### src/rtl/dcdet_pkg.sv
package dcdet_pkg;

  typedef enum logic {
    POL_POS = 1'b0,
    POL_NEG = 1'b1
  } pol_e;

  // Imbalance test: |diff| as a percentage of the period, strictly above the limit
  function automatic logic exceeds_limit(input int diff, input int period, input int pct);
    int mag;
    mag = (diff < 0) ? -diff : diff;
    return (mag * 100) > (pct * period);
  endfunction

  // Saturating increment of the persistence count
  function automatic int next_count(input int cur, input int lim);
    return (cur >= lim) ? lim : cur + 1;
  endfunction

endpackage

### src/rtl/duty_meter.sv
module duty_meter #(
  parameter int PERIOD_CYC = 400
) (
  input  logic                                 clk,
  input  logic                                 rst_n,
  input  logic                                 en,
  input  logic                                 drv_pos,
  input  logic                                 drv_neg,
  output logic                                 meas_valid,
  output logic signed [$clog2(PERIOD_CYC+1):0] meas_diff
);
  localparam int CW = $clog2(PERIOD_CYC + 1);
  localparam logic [CW-1:0] LAST_PH = CW'(PERIOD_CYC - 1);

  logic [CW-1:0] phase_q, cnt_p_q, cnt_n_q;
  logic [CW-1:0] p_now, n_now;
  logic          period_end;

  assign period_end = (phase_q == LAST_PH);
  assign p_now      = cnt_p_q + CW'(drv_pos);
  assign n_now      = cnt_n_q + CW'(drv_neg);

  always_ff @(posedge clk or negedge rst_n) begin
    if (!rst_n) begin
      phase_q    <= '0;
      cnt_p_q    <= '0;
      cnt_n_q    <= '0;
      meas_valid <= 1'b0;
      meas_diff  <= '0;
    end else if (!en) begin
      phase_q    <= '0;
      cnt_p_q    <= '0;
      cnt_n_q    <= '0;
      meas_valid <= 1'b0;
    end else begin
      meas_valid <= period_end;
      if (period_end) begin
        phase_q   <= '0;
        cnt_p_q   <= '0;
        cnt_n_q   <= '0;
        meas_diff <= $signed({1'b0, p_now}) - $signed({1'b0, n_now});
      end else begin
        phase_q <= phase_q + 1'b1;
        cnt_p_q <= p_now;
        cnt_n_q <= n_now;
      end
    end
  end

  AST_PHASE_HOME: assert property (@(posedge clk) disable iff (!rst_n)
    !en |=> (phase_q == '0));
  AST_COUNT_BOUND: assert property (@(posedge clk) disable iff (!rst_n)
    (cnt_p_q <= phase_q) && (cnt_n_q <= phase_q));
  AST_SINGLE_STROBE: assert property (@(posedge clk) disable iff (!rst_n)
    meas_valid |=> !meas_valid);

endmodule

### src/rtl/persist_timer.sv
module persist_timer
  import dcdet_pkg::*;
#(
  parameter int PERIOD_CYC   = 400,
  parameter int THRESH_PCT   = 14,
  parameter int TRIP_PERIODS = 105000
) (
  input  logic                                 clk,
  input  logic                                 rst_n,
  input  logic                                 en,
  input  logic                                 meas_valid,
  input  logic signed [$clog2(PERIOD_CYC+1):0] meas_diff,
  output logic                                 trip
);
  localparam int CW = $clog2(PERIOD_CYC + 1);
  localparam int TW = $clog2(TRIP_PERIODS + 1);
  localparam logic [TW-1:0] TRIP_V = TW'(TRIP_PERIODS);

  logic [TW-1:0] count_q;
  pol_e          pol_q, pol_now;
  logic          excess, restart;

  always_comb begin
    excess  = exceeds_limit(int'(meas_diff), PERIOD_CYC, THRESH_PCT);
    pol_now = meas_diff[CW] ? POL_NEG : POL_POS;
    restart = (count_q == '0) || (pol_now != pol_q);
  end

  always_ff @(posedge clk or negedge rst_n) begin
    if (!rst_n) begin
      count_q <= '0;
      pol_q   <= POL_POS;
    end else if (!en) begin
      count_q <= '0;
    end else if (meas_valid) begin
      if (!excess) begin
        count_q <= '0;
      end else if (restart) begin
        count_q <= TW'(1);
        pol_q   <= pol_now;
      end else begin
        count_q <= TW'(next_count(int'(count_q), TRIP_PERIODS));
      end
    end
  end

  assign trip = (count_q == TRIP_V);

  AST_TIMER_SAT: assert property (@(posedge clk) disable iff (!rst_n)
    count_q <= TRIP_V);
  AST_DISABLE_CLR: assert property (@(posedge clk) disable iff (!rst_n)
    !en |=> (count_q == '0));
  AST_SIGN_RESTART: assert property (@(posedge clk) disable iff (!rst_n)
    (en && meas_valid && excess && (pol_now != pol_q)) |=> (count_q == TW'(1)));
  AST_CALM_CLEAR: assert property (@(posedge clk) disable iff (!rst_n)
    (en && meas_valid && !excess) |=> (count_q == '0));

endmodule

### src/rtl/sticky_flag.sv
module sticky_flag (
  input  logic clk,
  input  logic rst_n,
  input  logic set_i,
  output logic flag_o
);
  always_ff @(posedge clk or negedge rst_n) begin
    if (!rst_n) flag_o <= 1'b0;
    else        flag_o <= flag_o | set_i;
  end

  AST_FAULT_STICKY: assert property (@(posedge clk) disable iff (!rst_n)
    flag_o |=> flag_o);
  AST_FAULT_CAUSE: assert property (@(posedge clk) disable iff (!rst_n)
    $rose(flag_o) |-> $past(set_i));

endmodule

### src/rtl/dc_offset_detect.sv
module dc_offset_detect #(
  parameter int PERIOD_CYC   = 400,
  parameter int THRESH_PCT   = 14,
  parameter int TRIP_PERIODS = 105000
) (
  input  logic clk,
  input  logic rst_n,
  input  logic mod_en,
  input  logic drv_pos,
  input  logic drv_neg,
  output logic dc_fault
);
  localparam int CW = $clog2(PERIOD_CYC + 1);

  logic                 meas_valid;
  logic signed [CW:0]   meas_diff;
  logic                 trip;

  duty_meter #(.PERIOD_CYC(PERIOD_CYC)) meter_i (
    .clk        (clk),
    .rst_n      (rst_n),
    .en         (mod_en),
    .drv_pos    (drv_pos),
    .drv_neg    (drv_neg),
    .meas_valid (meas_valid),
    .meas_diff  (meas_diff)
  );

  persist_timer #(
    .PERIOD_CYC   (PERIOD_CYC),
    .THRESH_PCT   (THRESH_PCT),
    .TRIP_PERIODS (TRIP_PERIODS)
  ) timer_i (
    .clk        (clk),
    .rst_n      (rst_n),
    .en         (mod_en),
    .meas_valid (meas_valid),
    .meas_diff  (meas_diff),
    .trip       (trip)
  );

  sticky_flag latch_i (
    .clk    (clk),
    .rst_n  (rst_n),
    .set_i  (trip),
    .flag_o (dc_fault)
  );

  AST_RESET_CLEAN: assert property (@(posedge clk)
    !rst_n |-> !dc_fault);

endmodule

### config.mk
export PLATFORM = sky130hd
export DESIGN_NAME = dc_offset_detect
export DESIGN_NICKNAME = d
export VERILOG_FILES = /design/src/rtl/dcdet_pkg.sv /design/src/rtl/duty_meter.sv /design/src/rtl/persist_timer.sv /design/src/rtl/sticky_flag.sv /design/src/rtl/dc_offset_detect.sv
export SDC_FILE = /design/constraint.sdc
export NUM_CORES = 1
export LEC_CHECK = 0
export BUFFER_PORTS_ARGS = -buffer_cell sky130_fd_sc_hd__buf_2
export CAP_MARGIN = 20
export CORE_MARGIN = 4
export CORE_UTILIZATION = 35
export CTS_CLUSTER_SIZE = 30
export DETAILED_ROUTE_END_ITERATION = 7
export SYNTH_ARGS = -nofsm -noshare
export SYNTH_HDL_FRONTEND = slang
export SYNTH_SLANG_ARGS = --single-unit
### constraint.sdc
create_clock -name clk -period 6.6 [get_ports clk]
set_clock_uncertainty 0.05 [all_clocks]
set_input_delay 0.33 -clock clk [delete_from_list [all_inputs] [get_ports clk]]
set_output_delay 0.33 -clock clk [all_outputs]
set_load 0.01 [all_outputs]
==> flow_summary.json <==
{
  "setup_violations": 0,
  "yosysWarnings": 0,
  "ant_nets": 0,
  "ios": 6,
  "die_area_um2": 19300,
  "post_cts_resized": 0,
  "tightest_slew_ns": 0.751,
  "clk_pin_slew_ns": 0.05,
  "layout_commonest_cell": "ha_1",
  "hold_buffers": 0,
  "rows": 47,
  "arrival_ns": 5.98,
  "syn-cell-area_um2": 6020,
  "reg2reg_to": "timer_i.pol_q$_DFFE_PN0P_",
  "synth.yosys.seq_area_share_pct": 23.7,
  "rsz0062_at_grt": "false",
  "cts_made_buffers": 9,
  "synthCells": 699,
  "start_kind": "register",
  "outcome": "finished, final reports clean",
  "drive_gt1_share_pct": 4.14,
  "cp.required_ns": 6.75,
  "finalCriticalPeriod_ns": 5.83,
  "io_buffers": 5,
  "crit_top_cell": "ha_1",
  "vias": 4772,
  "leakagePower_nw": 3.47,
  "slowest_stage": "or4_4",
  "grt_max_degree": 58,
  "layout.nets": 840,
  "critPathMaxFanout": 20,
  "antenna_cells": 0,
  "area_growth_pct": 9.63,
  "r2r_setup_slack_ns": 0.77,
  "wire_per_inst_um": 12.6,
  "synth-seq-cells": 57,
  "dp_slack_ns": 0.861,
  "drv_slew": 0,
  "max_freq_mhz": 171,
  "dr.pass1.iters": 4,
  "drt_iter0_drc": 294,
  "clk_latency_ns": 0.33,
  "multi_input_area_um2": 4460,
  "setup_ws_ns": 0.769,
  "ff2ff_path_depth": 21,
  "routabilityCongestion": 0.922,
  "post_dp_cell_area_um2": 6340,
  "hold_violations": 0,
  "power.density_nw_per_um2": 179,
  "setup_tns_ns": 0,
  "drc": 0,
  "worstSetupEndpointType": "register",
  "htreeDepth": 3,
  "syn_area_per_cell_um2": 8.61,
  "overflow": 0,
  "synthFlopType": "dfrtp_1",
  "cts_sinks": 57,
  "cts_tree": "done",
  "crit_chain": "inv_1 > ha_1 > nand2b_1 > xnor2_1 > ha_1 > ha_1 > xor2_1 > ha_1 > ha_1 > inv_1 > fa_1 > nor2b_1 > o2111ai_2 > and3_1 > nor4_1 > nand4_1 > a2111oi_0 > nand4b_1 > or4_4 > nand4b_1 > mux2_1",
  "core-area_um2": 16700,
  "finish.instance_area_um2": 6600,
  "r2r_start": "meter_i.meas_diff[0]$_DFFE_PN0P_",
  "dp_hpwl_um": 9350,
  "clockBufferDepth": 2,
  "cap_violations": 0,
  "ys_async_sr_fraction_pct": 100,
  "grtUsageTotal_pct": 12.7,
  "synth_edf_count": 0,
  "crit_type": "register to register",
  "slew_headroom_pct": 49.8,
  "clockRootBuffer": "clkbuf_16",
  "vias_per_cell": 5.05,
  "first_global_vias": 4468,
  "die_x_um": 139,
  "cts_setup_buffers": 0,
  "fillers": 1711,
  "grt_first_pass_wirelength_um": 20900,
  "ir_drop_mv": 0.139,
  "hold_path_class": "input port to async pin",
  "die_h_um": 139,
  "cpPeakStageDelay_ns": 0.58,
  "min_period_over_period_pct": 88.4,
  "antenna_found_initial": 0,
  "start_util_pct": 36.0,
  "mostFrequentLayoutCells": "ha_1, nand2_1, dfrtp_1, nor2_1, conb_1",
  "seq_area_um2": 1430,
  "wirelength_um": 11900,
  "ys_types": 69
}
worst max-delay path, delay by kind of cell, from the launching register on:
| kind | cells | cell delay [ns] |
|---|---|---|
| simple gates | 8 | 1.91 |
| fa+ha+maj | 6 | 1.71 |
| compound gates | 2 | 0.69 |
| xor+xnor | 2 | 0.44 |
| flops | 1 | 0.42 |
| mux | 1 | 0.32 |
| buf+inv | 2 | 0.15 |
power breakdown:
group | leakage [nW] | internal (mW) | switching (mW) | total, mW
Sequential | 0.791 | 0.354 | 0.00297 | 0.357
Combinational | 2.55 | 0.175 | 0.248 | 0.423
Clock | 0.124 | 0.256 | 0.143 | 0.399
worst max-delay path by stage:
stage	start	endpoint	slack, ns	depth (start not counted)
after floorplan	meter_i.meas_diff[3]$_DFFE_PN0P_	timer_i.pol_q$_DFFE_PN0P_	1.42	20
after global placement	meter_i.meas_diff[0]$_DFFE_PN0P_	timer_i.pol_q$_DFFE_PN0P_	0.90	21
after detailed placement	meter_i.meas_diff[0]$_DFFE_PN0P_	timer_i.pol_q$_DFFE_PN0P_	0.86	21
after CTS	meter_i.meas_diff[0]$_DFFE_PN0P_	timer_i.pol_q$_DFFE_PN0P_	0.79	21
after global routing	meter_i.meas_diff[0]$_DFFE_PN0P_	timer_i.pol_q$_DFFE_PN0P_	0.36	21
final	meter_i.meas_diff[0]$_DFFE_PN0P_	timer_i.pol_q$_DFFE_PN0P_	0.77	21
synthesized netlist by cell type, types with 10 or more instances:
| cell | n | area (um^2) |
|---|---|---|
| dfrtp_1 | 57 | 1430 |
| nor3_1 | 13 | 65.1 |
| and3_1 | 17 | 106 |
| fa_1 | 13 | 260 |
| a21o_1 | 14 | 105 |
| nor2_1 | 42 | 158 |
| nand4_1 | 13 | 81.3 |
| and2_1 | 11 | 68.8 |
| o211ai_1 | 14 | 105 |
| nand3_1 | 24 | 120 |
| o21ai_0 | 38 | 190 |
| nand2_1 | 72 | 270 |
| inv_1 | 36 | 135 |
| a21oi_1 | 31 | 155 |
| xnor2_1 | 31 | 272 |
| xor2_1 | 25 | 219 |
| nor2b_1 | 16 | 100 |
| o21a_1 | 10 | 75.1 |
| ha_1 | 99 | 1240 |
| clkbuf_1 | 28 | 105 |
cell families (layout without fill, tap and decap cells):
kind of cell,after synthesis,count (layout),synth area share (%)
simple gates,237,237,19.8
other cells,2,42,0.125
flops,57,57,23.7
compound gates,160,160,17.8
buf+inv,70,56,4.60
fa+ha+maj,112,112,24.9
xor+xnor,56,56,8.15
mux,5,5,0.894
routing by layer:
layer / GRT usage [%] / wire [um]
met5: 0 / 0
met4: 2.37 / 110
met3: 2.69 / 379
met2: 20.0 / 5240
met1: 18.1 / 6150
registers in the layout, indices dropped and copies added (netlist names):
| register | count |
|---|---|
| timer_i.pol_q | 1 |
| meter_i.meas_valid | 1 |
| meter_i.cnt_n_q | 9 |
| timer_i.count_q | 17 |
| latch_i.flag_o | 1 |
| meter_i.meas_diff | 10 |
| meter_i.phase_q | 9 |
| meter_i.cnt_p_q | 9 |
area by class of cell:
| type | count | area share [%] |
|---|---|---|
| tap | 220 | 4.17 |
| clock inverter | 1 | 0.0759 |
| timing repair buffer | 7 | 0.664 |
| multi-input combinational | 612 | 67.7 |
| clock buffer | 12 | 3.74 |
| inverter | 36 | 2.05 |
| sequential | 57 | 21.6 |
metrics by stage:
stage / power (mW) / util (%) / hold WS [ns] / std cells
2_1_floorplan: 0.695 / - / -0.0156 / 739
3_3_place_gp: 0.714 / 37.9 / 0.406 / 931
3_5_place_dp: 0.716 / 38.0 / 0.413 / 932
4_1_cts: 1.12 / 39.5 / 0.121 / 945
5_1_grt: 1.27 / 39.5 / 0.169 / 945
6_report: 1.18 / 39.5 / 0.0955 / 945
Power figures use the tool's default switching activity.
